### src/rtl/tcs_pkg.sv
package tcs_pkg;

    // Supervision state: counting up to alarm, or counting down to release.
    typedef enum logic [1:0] {
        ST_CLEAR     = 2'd0,
        ST_ARMING    = 2'd1,
        ST_TRIPPED   = 2'd2,
        ST_RELEASING = 2'd3
    } tcs_state_t;

    // A sample is a failure only when neither contact path carries voltage.
    function automatic logic is_failure(input logic relay_lvl, input logic breaker_lvl);
        return (relay_lvl == 1'b0) && (breaker_lvl == 1'b0);
    endfunction

    function automatic logic alarm_of(input tcs_state_t st);
        return (st == ST_TRIPPED) || (st == ST_RELEASING);
    endfunction

endpackage

### src/rtl/tcs_sync.sv
module tcs_sync #(
    parameter int WIDTH  = 2,
    parameter int STAGES = 2
) (
    input  logic             clk,
    input  logic             rst_n,
    input  logic [WIDTH-1:0] async_i,
    output logic [WIDTH-1:0] sync_o
);

    for (genvar b = 0; b < WIDTH; b++) begin : g_bit
        logic [STAGES-1:0] chain_q;

        always_ff @(posedge clk or negedge rst_n) begin
            if (!rst_n) begin
                chain_q <= '0;
            end else begin
                chain_q <= {chain_q[STAGES-2:0], async_i[b]};
            end
        end

        assign sync_o[b] = chain_q[STAGES-1];
    end

endmodule

### src/rtl/tcs_tick.sv
module tcs_tick #(
    parameter int TICK_CYCLES = 25_000_000
) (
    input  logic clk,
    input  logic rst_n,
    output logic tick_o
);

    localparam int TW = (TICK_CYCLES > 2) ? $clog2(TICK_CYCLES) : 1;
    localparam logic [TW-1:0] LAST = TW'(TICK_CYCLES - 1);

    logic [TW-1:0] cnt_q;
    logic          tick_q;

    // Counter wraps every TICK_CYCLES cycles; the strobe is registered so the
    // first pulse lands a full interval after reset.
    always_ff @(posedge clk or negedge rst_n) begin
        if (!rst_n) begin
            cnt_q  <= '0;
            tick_q <= 1'b0;
        end else begin
            tick_q <= (cnt_q == LAST);
            if (cnt_q == LAST) begin
                cnt_q <= '0;
            end else begin
                cnt_q <= cnt_q + 1'b1;
            end
        end
    end

    assign tick_o = tick_q;

endmodule

### src/rtl/tcs_confirm_fsm.sv
module tcs_confirm_fsm
    import tcs_pkg::*;
#(
    parameter int CONFIRM = 3
) (
    input  logic clk,
    input  logic rst_n,
    input  logic sample_i,
    input  logic relay_s,
    input  logic breaker_s,
    output logic alarm_o
);

    localparam int CW = $clog2(CONFIRM + 1);
    localparam logic [CW-1:0] GOAL = CW'(CONFIRM);

    tcs_state_t    state_q, state_d;
    logic [CW-1:0] run_q, run_d;
    logic          alarm_q;
    logic          fail;
    logic [CW-1:0] run_inc;

    assign fail    = is_failure(relay_s, breaker_s);
    assign run_inc = (run_q == GOAL) ? run_q : run_q + 1'b1;

    // Next state and consecutive-sample run length.
    always_comb begin
        state_d = state_q;
        run_d   = run_q;
        if (sample_i) begin
            unique case (state_q)
                ST_CLEAR: begin
                    if (fail) begin
                        run_d   = CW'(1);
                        state_d = (GOAL == CW'(1)) ? ST_TRIPPED : ST_ARMING;
                        if (GOAL == CW'(1)) run_d = '0;
                    end else begin
                        run_d = '0;
                    end
                end
                ST_ARMING: begin
                    if (fail) begin
                        if (run_inc == GOAL) begin
                            state_d = ST_TRIPPED;
                            run_d   = '0;
                        end else begin
                            run_d = run_inc;
                        end
                    end else begin
                        state_d = ST_CLEAR;
                        run_d   = '0;
                    end
                end
                ST_TRIPPED: begin
                    if (!fail) begin
                        run_d   = CW'(1);
                        state_d = (GOAL == CW'(1)) ? ST_CLEAR : ST_RELEASING;
                        if (GOAL == CW'(1)) run_d = '0;
                    end else begin
                        run_d = '0;
                    end
                end
                ST_RELEASING: begin
                    if (!fail) begin
                        if (run_inc == GOAL) begin
                            state_d = ST_CLEAR;
                            run_d   = '0;
                        end else begin
                            run_d = run_inc;
                        end
                    end else begin
                        state_d = ST_TRIPPED;
                        run_d   = '0;
                    end
                end
                default: begin
                    state_d = ST_CLEAR;
                    run_d   = '0;
                end
            endcase
        end
    end

    // State register.
    always_ff @(posedge clk or negedge rst_n) begin
        if (!rst_n) begin
            state_q <= ST_CLEAR;
            run_q   <= '0;
        end else begin
            state_q <= state_d;
            run_q   <= run_d;
        end
    end

    // Output register: alarm follows the state being entered.
    always_ff @(posedge clk or negedge rst_n) begin
        if (!rst_n) begin
            alarm_q <= 1'b0;
        end else begin
            alarm_q <= alarm_of(state_d);
        end
    end

    assign alarm_o = alarm_q;

endmodule

### src/rtl/trip_supervisor.sv
module trip_supervisor #(
    parameter int TICK_CYCLES = 25_000_000,
    parameter int CONFIRM     = 3,
    parameter int SYNC_STAGES = 2
) (
    input  logic clk,
    input  logic rst_n,
    input  logic relay_in,
    input  logic breaker_in,
    output logic alarm_o,
    output logic sample_o
);

    logic [1:0] sync_bits;
    logic       relay_s;
    logic       breaker_s;
    logic       tick;

    tcs_sync #(
        .WIDTH  (2),
        .STAGES (SYNC_STAGES)
    ) u_sync (
        .clk     (clk),
        .rst_n   (rst_n),
        .async_i ({breaker_in, relay_in}),
        .sync_o  (sync_bits)
    );

    assign relay_s   = sync_bits[0];
    assign breaker_s = sync_bits[1];

    tcs_tick #(
        .TICK_CYCLES (TICK_CYCLES)
    ) u_tick (
        .clk    (clk),
        .rst_n  (rst_n),
        .tick_o (tick)
    );

    tcs_confirm_fsm #(
        .CONFIRM (CONFIRM)
    ) u_fsm (
        .clk       (clk),
        .rst_n     (rst_n),
        .sample_i  (tick),
        .relay_s   (relay_s),
        .breaker_s (breaker_s),
        .alarm_o   (alarm_o)
    );

    assign sample_o = tick;

endmodule

### config.mk
export PLATFORM = sky130hd
export DESIGN_NAME = trip_supervisor
export DESIGN_NICKNAME = d
export VERILOG_FILES = /design/src/rtl/tcs_pkg.sv /design/src/rtl/tcs_sync.sv /design/src/rtl/tcs_tick.sv /design/src/rtl/tcs_confirm_fsm.sv /design/src/rtl/trip_supervisor.sv
export SDC_FILE = /design/constraint.sdc
export NUM_CORES = 1
export LEC_CHECK = 0
export ABC_AREA = 1
export BUFFER_PORTS_ARGS = -buffer_cell sky130_fd_sc_hd__buf_2
export CAP_MARGIN = 30
export CORE_MARGIN = 2
export CORE_UTILIZATION = 60
export DETAILED_ROUTE_END_ITERATION = 8
export PLACE_DENSITY = 0.79
export SYNTH_ARGS = -nofsm -noshare
export SYNTH_HDL_FRONTEND = slang
export SYNTH_SLANG_ARGS = --single-unit
### constraint.sdc
create_clock -name clk -period 2.3 [get_ports clk]
set_input_delay 0.115 -clock clk [delete_from_list [all_inputs] [get_ports clk]]
set_output_delay 0.115 -clock clk [all_outputs]
set_load 0.01 [all_outputs]
# Word-level counts from Yosys, hierarchy flattened
# Index checks and enable logic that the tools add are counted.
# word_totals
wordCells	38
mem_bits_ro	0
out_inout_bits	2
n_memories	0
regBits	35
input_bits	4
latch_bits	0
mem_bits_rw	0
# classes
order_cmp	0
div	0
n_mul	0
shift	0
eq_ne	8
n_bitwise	2
n_mux	16
add_sub_neg	2
reduce_logical	3
# op_table
operator	count
$add 25x1->25 const B	1
$eq 25x25->1 const B	1
$mux 25	1
$mux 2	11
$pmux 2 s4	2
$eq 2x2->1 const B	6
$add 2x1->2 const B	1
$eq 2x1->1 const B	1
$logic_not 2->1	1
$mux 1	2
$not 1->1	2
$logic_and 1x1->1	1
$logic_or 1x1->1	1

# Longest topological paths before layout
# Gate-level depths: netlist of run 1.
# depth
depth_word	9
ltp_mapped	9
mapped_depth_nobuf	9

# By module
# From an unflattened synthesis of run 1, not the netlist that was laid out.
# hier_totals
hier_cells	252
hier_area_um2	1953.1
# by_module_without_submodules
module	instances	seq_area_each_um2	area_each_um2	cells_each
tcs_tick	1	650.6	1604.0	215
tcs_confirm_fsm	1	125.1	234.0	31
tcs_sync	1	100.1	115.1	6

# Worst setup path after synthesis of run 1
# No wires, ideal clock.
# synth_timing
path_type	reg2reg
start	register u_tick.cnt_q[0]
end	register u_tick.cnt_q[24]
path_stages_with_launch	8
setup_time_ps	117
n_path_buf	0
arrival_time_ps	1238
slack_ps	945
required_time_ps	2183
synth_period_minus_slack_ps	1355
cell_sequence	dfrtp_1 -> ha_1 -> nand3_2 -> nor2_4 -> nand2_1 -> nand3b_4 -> nand2_1 -> nor2_1
# synth_between
elab_chain_cells	2
elab_cells_between_ends	3
cone_classes	1 x add/sub; 1 x eq/ne; 1 x mux
# synth_rtl
element	line	text
from (decl)	tcs_tick.sv:12	logic [TW-1:0] cnt_q;
from (signal assigned)	tcs_tick.sv:26	cnt_q <= cnt_q + 1'b1;
$add 25x1->25 / $eq 25x25->1 (equally long branches)	tcs_tick.sv:26, tcs_tick.sv:23	
$mux 25 (*)	tcs_tick.sv:23	if (cnt_q == LAST) begin
# Every way passes the cells marked *; elsewhere a longest branch is shown, timed or not.
# A chain may end at the register's enable or synchronous reset.

# Worst setup path in the final report of run 1
# layout_timing
start	register u_tick.cnt_q[0]
end	register u_tick.cnt_q[20]
# Same word-level chain as after synthesis.

==> results of run 1 <==
-- per-stage QoR --
stage	power, mW	instance area, sq um
floorplan	0.633	1900
global placement	0.647	1980
detailed placement	0.647	1980
CTS	1.01	2070
global route	1.04	2070
finish	1.00	2070
-- cell families (layout without fill, tap and decap cells) --
kind of cell | Yosys count | after routing | synth area share
AO/OA/AOI/OAI | 8 | 8 | 0.0230
XOR/XNOR | 11 | 11 | 0.0506
adder cells (fa/ha/maj) | 1 | 1 | 0.00657
buffers and inverters | 30 | 45 | 0.0611
flip-flops | 35 | 35 | 0.460
multiplexers | 2 | 2 | 0.0118
AND/OR/NAND/NOR | 163 | 163 | 0.387
-- critical path: cells and delay by family (launching register included) --
family | cells | cell delay, ps
adders and majority gates | 1 | 250
DFF | 1 | 440
and+or+nand+nor | 5 | 810
-- placed cells by master (no fill, tap or decap), types with 2 or more instances in the layout --
cell type	n
a21oi_1	2
buf_2	5
clkbuf_4	5
dfrtp_1	35
dlygate4sd3_1	3
inv_1	28
mux2_2	2
nand2_1	70
nand2_2	4
nand3_1	18
nand3_2	2
nand4_1	5
nor2_1	47
nor2_2	7
nor2_4	3
nor3_1	5
o21ai_0	4
xnor2_1	3
xor2_1	8
-- layer usage --
layer	wire length [microns]	GRT usage
met1	1700	0.346
met2	1780	0.405
met3	221	0.0411
met4	57	0.105
met5	0	0
-- power breakdown --
part	switching, mW	internal, mW	leakage, nW
clock	0.216	0.150	0.0345
combinational	0.0132	0.00568	0.412
sequential	0.000970	0.619	0.465
-- worst max path at each step --
stage	end	slack, ps
2_1_floorplan	u_tick.cnt_q[24]	950
3_3_place_gp	u_tick.cnt_q[21]	750
3_5_place_dp	u_tick.cnt_q[20]	670
4_1_cts	u_tick.cnt_q[11]	640
5_1_grt	u_tick.cnt_q[20]	510
6_report	u_tick.cnt_q[20]	670
-- sequential cells by signal (all words and copies together) (netlist names) --
signal and flops:
u_sync.g_bit.chain_q 4, u_fsm.alarm_o 1, u_tick.cnt_q 25, u_fsm.run_q 2, u_tick.tick_o 1, u_fsm.state_q 2
-- timing repair --
item | CTS | global route
gates resized for setup | 0 | 0
hold buffers | 3 | 0
hold endpoints to repair | 37 | 0
buffers inserted | 0 | 0
setup endpoints to repair | 0 | 0
-- final cells by class --
type,count,area [sq um]
fill,254,955
multi-input combinational,185,911
sequential,35,876
inverter,29,109
timing repair buffer,8,55.1
tap,44,55.1
clock buffer,6,51.3
clock inverter,2,16.3
==> out/summary.txt, run 1 <==
IO buf count = 5
Top-area cell type share of the netlist area = 0.460
Post-synth top area cell = dfrtp_1
Worst slack, placed = 671 ps
Largest fanout on the critical path = 11
Starting density of the core = 0.629
Mean area per synthesized cell = 7.61 sq um
Hold_ws = 364 ps
RD Place Congestion = 0.937
Io pins = 6
DRC violations left = 0
CP Capture Type = flop
Clock tree buffer depth = 2
Die Ht = 60.3 microns
Reg2reg start = u_tick.cnt_q[0]
Reg2reg end = u_tick.cnt_q[20]
Setup violations, final = 0
Mapped Cells = 250
Setup TNS = 0 ps
First-pass DRT Iterations = 4
DIE AREA = 3640 sq um
Post-Syn Area = 1900 sq um
Die width = 60.3 microns
Max Slew Vio Count = 0
P per Cell Area = 485 nW/um^2
Worst setup margin = 673 ps
Top_reg_cell synth = dfrtp_1
Routed via count = 1567
Commonest cells post-synth = nand2_1 (70), nor2_1 (47), dfrtp_1 (35)
Root Buffer = clkbuf_4
Cells after DPL = 298
Status = finished, final reports clean
Final period utilization = 0.707
Crit path cell chain = ha_1 > nand3_2 > nor2_1 > nand2_1 > nor2_2 > nor2_1
DRT antenna net count = 0
Yosys warns = 0
Setup CP Type = flop to flop
Vias per cell = 5.07
Antenna fix cells = 0
Crit-path slowest cell = dfrtp_1
Synth Net Count = 255
Synth-to-Final Area Change = 8.94%
Worst path max stage delay = 440 ps
CTS tree = done
Number of library cell types mapped by synthesis = 23
Fmax = 0.615 GHz
Cts bufs inserted = 5
First DRT Iteration DRCs = 106
Share of layout cells above drive strength 1 = 0.125
Register bit total from synthesis = 35
Area contributors post-synth = dfrtp_1 (46%), nand2_1 (14%), nor2_1 (9.3%)
Initial antenna violation count = 0
RSZ-0062 raised after global routing = false
CP Data Arrival Time = 1850 ps
Nets = 269
Most used cell, CP = nor2_1
Min-Delay Path Class = input port to async pin
Post-synth EDFFs = 0
Via count of the first global-routing pass = 1504
Count leader, synth = nand2_1
Total track usage = 0.255
Final Util = 0.685
Worst r2r path cells = 6
Core ar. = 3030 sq um
Register area share after synthesis = 0.460
VDD IR-drop max = 0.360 mV
Clk slew on worst S/H paths = 110 ps
Htree depth = 2
Critical path launch point type = flop
Lkg Pwr = 0.912 nW
Crit path time final = 1630 ps
Slew HR = 0.506
Final HPWL DP = 2.79 mm
Max cap viols = 0
Clock Latency Late Sink = 340 ps
First-pass GRT wire length = 6.72 mm
CP Data Required Time = 2530 ps
Worst setup path start = u_tick.cnt_q[0]
Rows = 20
Worst slew pin tran = 741 ps
Wire length per cell = 12.1 microns
Final Hold Fails = 0
Non-Filler Instances = 309
Worst Skew = 3.44 ps
Grt total ovfl = 0
Num Clock Sinks = 35
Asr flop ratio synth = 1.00
Reg-to-reg slack, setup = 670 ps
Routed WL = 3.75 mm
Largest net degree at the start of global routing = 36
No activity file was read; power rests on OpenSTA's default activity.
==> inputs of run 2 (changes only) <==
--- a/config.mk
+++ b/config.mk
@@ -9,9 +9,9 @@
 export BUFFER_PORTS_ARGS = -buffer_cell sky130_fd_sc_hd__buf_2
 export CAP_MARGIN = 30
 export CORE_MARGIN = 2
-export CORE_UTILIZATION = 60
+export CORE_UTILIZATION = 55
 export DETAILED_ROUTE_END_ITERATION = 8
-export PLACE_DENSITY = 0.79
+export PLACE_DENSITY = 0.77
 export SYNTH_ARGS = -nofsm -noshare
 export SYNTH_HDL_FRONTEND = slang
 export SYNTH_SLANG_ARGS = --single-unit
==> constraint.sdc (replaced) <==
create_clock -name clk -period 1.3 [get_ports clk]
set_input_delay 0.065 -clock clk [delete_from_list [all_inputs] [get_ports clk]]
set_output_delay 0.065 -clock clk [all_outputs]
set_load 0.01 [all_outputs]
==> run 2 against run 1 <==
Compared with the run above: the run now ends with setup timing left; combinational power is 120% higher; utilization up 8.4 points; flip-flop and latch count is the same; final cell count is 12% higher; via count is 20% higher; non-clock buffer count is 36 higher; count of clock-buffer cells in the layout unchanged; critical path depth up 1.
==> out/summary.txt, run 2 (synthesized netlist as in run 1, its figures left out) <==
Worst slew pin tran = 405 ps
CTS tree = done
First-pass DRT Iterations = 4
P per Cell Area = 651 nW/um^2
Largest fanout on the critical path = 5
Die Ht = 62.8 microns
DIE AREA = 3950 sq um
Core ar. = 3340 sq um
Routed WL = 5.17 mm
First-pass GRT wire length = 7.49 mm
Final Power = 1.67 mW
Largest Register = u_tick.cnt_q
Reg2reg start = u_tick.cnt_q[0]
Grt total ovfl = 0
Share of layout cells above drive strength 1 = 0.405
Critical path launch point type = flop
Num Clock Sinks = 35
Min-Delay Path Class = input port to async pin
Crit path time final = 1430 ps
Setup CP Type = flop to flop
RSZ-0062 raised after global routing = true
Initial antenna violation count = 0
Worst setup margin = -130 ps
Cells after DPL = 327
Final period utilization = 1.10
Largest net degree at the start of global routing = 19
Wire length per cell = 15.0 microns
CP Data Arrival Time = 1670 ps
Commonest non-fill, non-tap cell in the layout = nand2_1
Io pins = 6
Die width = 62.8 microns
Synth-to-Final Area Change = 34.7%
Cts bufs inserted = 5
IO buf count = 5
Clk slew on worst S/H paths = 90 ps
Worst Skew = 11.1 ps
Via count of the first global-routing pass = 1662
Violated checks = setup timing
Status = complete, but fails checks
Worst slack, placed = -65.9 ps
Non-Filler Instances = 345
DRT antenna net count = 0
Max reg flops = 25
Layout fillers = 227
Final HPWL DP = 3.26 mm
Clock Latency Late Sink = 350 ps
Max Slew Vio Count = 0
Antenna fix cells = 0
Starting density of the core = 0.570
First DRT Iteration DRCs = 142
Total track usage = 0.246
Final Util = 0.768
Setup TNS = -1760 ps
Routed via count = 1877
CP Capture Type = flop
Htree depth = 2
Final Hold Fails = 0
DRC violations left = 0
Worst setup path start = u_tick.cnt_q[0]
CP Data Required Time = 1540 ps
Most frequent cells in the layout = nand2_1 (59), buf_4 (32), inv_1 (26), dfrtp_1 (26), nor2_2 (24)
Clock tree buffer depth = 2
Slew HR = 0.730
Setup violations, final = 18
Vias per cell = 5.44
Rows = 21
Fmax = 0.699 GHz
Root Buffer = clkbuf_4
Top flop regs = u_tick.cnt_q (25), u_sync.g_bit.chain_q (4)
Nets = 305
RD Place Congestion = 1.02
Max cap viols = 0
Lkg Pwr = 1.11 nW
VDD IR-drop max = 0.464 mV
## run 2: cell types whose count changed in the layout (fill, tap and decap cells not counted), sizes merged
cell and delta:
clkinvlp -1, buf +36, clkinv -1
## run 2: cell type report
cell class                      instances  area (sq um)  share of cell area
Inverter                               29           109              0.0425
Multi-Input combinational cell        185          1110               0.433
Tap cell                               46          57.6              0.0224
Timing Repair Buffer                   44           358               0.140
Clock buffer                            6          41.3              0.0161
Sequential cell                        35           887               0.346
## run 2: routing by layer
layer / wire, microns / GRT usage / vias up / part of all wire
li1: - / - / 875 / -
met1: 1930 / 0.321 / 882 / 0.37
met2: 2580 / 0.397 / 85 / 0.50
met3: 367 / 0.0595 / 35 / 0.071
met4: 291 / 0.0944 / 0 / 0.056
met5: 0 / 0 / - / 0
## run 2: final timing paths
kind	endpoint	slack, ps	cells past startpoint
worst max-delay path	u_tick.cnt_q[12]	-130	7
worst min-delay path	u_fsm.alarm_o	190	2
worst max register to register	u_tick.cnt_q[12]	-130	7
worst min register to register	u_sync.g_bit[1].chain_q[1]	360	0
max in group asynchronous	u_tick.cnt_q[17]	670	3
min in group clk	u_sync.g_bit[1].chain_q[1]	360	0
## run 2: repair_timing
item / in CTS / in global routing
setup endpoints to repair: 16 / 23
hold endpoints to repair: 37 / 0
pin swaps: 7 / 15
hold buffers: 3 / 0
gates resized for setup: 3 / 67
setup buffers: 1 / 8
## run 2: power by group
group / switching (mW) / internal [mW]
Clock: 0.339 / 0.192
Sequential: 0.00158 / 1.09
Combinational: 0.0258 / 0.0161
## run 2: worst max-delay path, stage by stage, from the launching register on
cell,delay (ps)
dfrtp_1,420
ha_4,180
nand3_4,120
nor2_4,180
nand2_2,110
nand3b_4,190
nand3_1,80
inv_1,40
## run 2: through the flow
stage                     cell area (sq um)  hold WS [ps]
after floorplan                        1930          -231
after global placement                 2220          19.7
after detailed placement               2220          18.7
after CTS                              2310           181
after global routing                   2560           219
final                                  2560           188
==> inputs of run 3 (changes only) <==
--- a/config.mk
+++ b/config.mk
@@ -8,7 +8,6 @@
 export ABC_AREA = 1
 export BUFFER_PORTS_ARGS = -buffer_cell sky130_fd_sc_hd__buf_2
 export CAP_MARGIN = 30
-export CORE_MARGIN = 2
 export CORE_UTILIZATION = 55
 export DETAILED_ROUTE_END_ITERATION = 8
 export PLACE_DENSITY = 0.77
==> run 3 against run 2 <==
Compared with the run above: wire length increased by 7.0%; utilization increased by 5.4 points; flip-flop and latch count unchanged; critical path depth unchanged; the flow still finishes with violations (setup timing); total power increased by 8.0%; sequential power about the same; maximum frequency increased by 1.2%; combinational power increased by 5.0%; final area increased by 1.9%; hold slack got worse by 4.8 ps; critical endpoint is now u_tick.cnt_q[1]; clock skew increased by 7.0 ps.
==> out/summary.txt, run 3 (synthesized netlist as in run 1, its figures left out) <==
Setup violations, final = 17
CP Data Arrival Time = 1660 ps
CP Data Required Time = 1550 ps
Final Hold Fails = 0
Worst r2r path cells = 7
Top flop regs = u_tick.cnt_q (25), u_sync.g_bit.chain_q (4)
Largest fanout on the critical path = 6
DRT antenna net count = 0
Clock tree buffer depth = 2
Initial antenna violation count = 0
Worst slack, placed = -43.3 ps
Starting density of the core = 0.599
Routed WL = 5.53 mm
Final Power = 1.80 mW
Status = complete, but fails checks
Largest Register = u_tick.cnt_q
Crit path time final = 1410 ps
Antenna fix cells = 0
Final HPWL DP = 3.34 mm
Cells after DPL = 320
Crit-path slowest cell = dfrtp_2
First-pass GRT wire length = 7.31 mm
Worst setup path start = u_tick.cnt_q[9]
Clock Latency Late Sink = 360 ps
Worst setup margin = -114 ps
Final Cell Area = 2610 sq um
Wire length per cell = 16.0 microns
Clk slew on worst S/H paths = 120 ps
DRC violations left = 0
Cts bufs inserted = 5
Critical path buffers and inverters = 2
Most frequent cells in the layout = nand2_1 (55), buf_4 (31), nor2_1 (24), inv_1 (23), dfrtp_1 (22)
Die width = 60.8 microns
Nets = 306
IO buf count = 5
Most used cell, CP = nor2_2
Min-Delay Path Class = input port to async pin
Worst path max stage delay = 480 ps
CP Capture Type = flop
Vias per cell = 5.43
Max cap viols = 0
Top cell family by delay on the critical path = simple AND/OR/NAND/NOR gates
Lkg Pwr = 1.13 nW
Slew HR = 0.823
Max reg flops = 25
First-pass DRT Iterations = 4
Non-Filler Instances = 346
Io pins = 6
First DRT Iteration DRCs = 151
RD Place Congestion = 0.920
Fmax = 0.707 GHz
Routed via count = 1878
Worst Skew = 18.1 ps
Worst slew pin tran = 263 ps
Via count of the first global-routing pass = 1658
Commonest non-fill, non-tap cell in the layout = nand2_1
Htree depth = 2
Final Util = 0.822
Violated checks = setup timing
Max Slew Vio Count = 0
Setup CP Type = flop to flop
Crit path cell chain = inv_2 > nand4_1 > nor2_1 > nand2_1 > nor2_2 > buf_6 > nor2_2
Rows = 20
CTS tree = done
Reg2reg start = u_tick.cnt_q[9]
Root Buffer = clkbuf_4
DIE AREA = 3700 sq um
Num Clock Sinks = 35
RSZ-0062 raised after global routing = true
Critical path launch point type = flop
Share of layout cells above drive strength 1 = 0.437
VDD IR-drop max = 0.664 mV
Reg2reg end = u_tick.cnt_q[1]
Grt total ovfl = 0
Reg-to-reg slack, setup = -110 ps
Final period utilization = 1.09
P per Cell Area = 689 nW/um^2
Die Ht = 60.8 microns
Total track usage = 0.282
Core ar. = 3180 sq um
Largest net degree at the start of global routing = 36
Synth-to-Final Area Change = 37.3%
DP Area = 2180 sq um
==> run 3: metal layers <==
layer	global-route usage	vias to the layer above	routed length (microns)
li1	-	880	-
met1	0.341	885	2160
met2	0.471	86	2760
met3	0.0746	27	383
met4	0.133	0	223
met5	0	-	0
==> run 3: repair_timing <==
item,in CTS,in global routing
pin swaps,2,20
gates resized for setup,3,73
hold buffers,3,0
endpoints found under the setup margin,10,23
endpoints found under the hold margin,37,0
gates cloned,0,0
setup buffers,3,12
==> run 3: metrics by stage <==
stage               hold slack (ps)  TNS (ps)
finish                          184     -1650
global route                    219     -2790
CTS                             199     -87.8
detailed placement             50.0      -132
global placement               38.2     -2.44
floorplan                      -231         0
==> run 3: report_power, final <==
part	internal (mW)	switching, mW
Sequential	1.09	0.00239
Clock	0.266	0.395
Combinational	0.0167	0.0273
Total	1.38	0.424
==> run 3: worst max-delay path by stage <==
stage,end,cells after the start,slack [ps]
2_1_floorplan,u_tick.cnt_q[24],7,1
3_3_place_gp,u_tick.cnt_q[24],7,-2
3_5_place_dp,u_tick.cnt_q[12],8,-40
5_1_grt,u_tick.cnt_q[12],7,-190
6_report,u_tick.cnt_q[1],7,-110
4_1_cts,u_tick.cnt_q[12],8,-30
==> run 3: final cells by class <==
| class | count | area (sq um) |
|---|---|---|
| timing repair buffer | 45 | 373 |
| inverter | 29 | 109 |
| tap | 44 | 55.1 |
| fill | 176 | 566 |
| sequential | 35 | 892 |
| clock inverter | 2 | 16.3 |
| multi-input combinational | 185 | 1120 |
| clock buffer | 6 | 51.3 |
==> run 3: tightest hold or removal path: cells and delay by family <==
family | cells | cell delay [ps]
buffers and inverters | 3 | 860
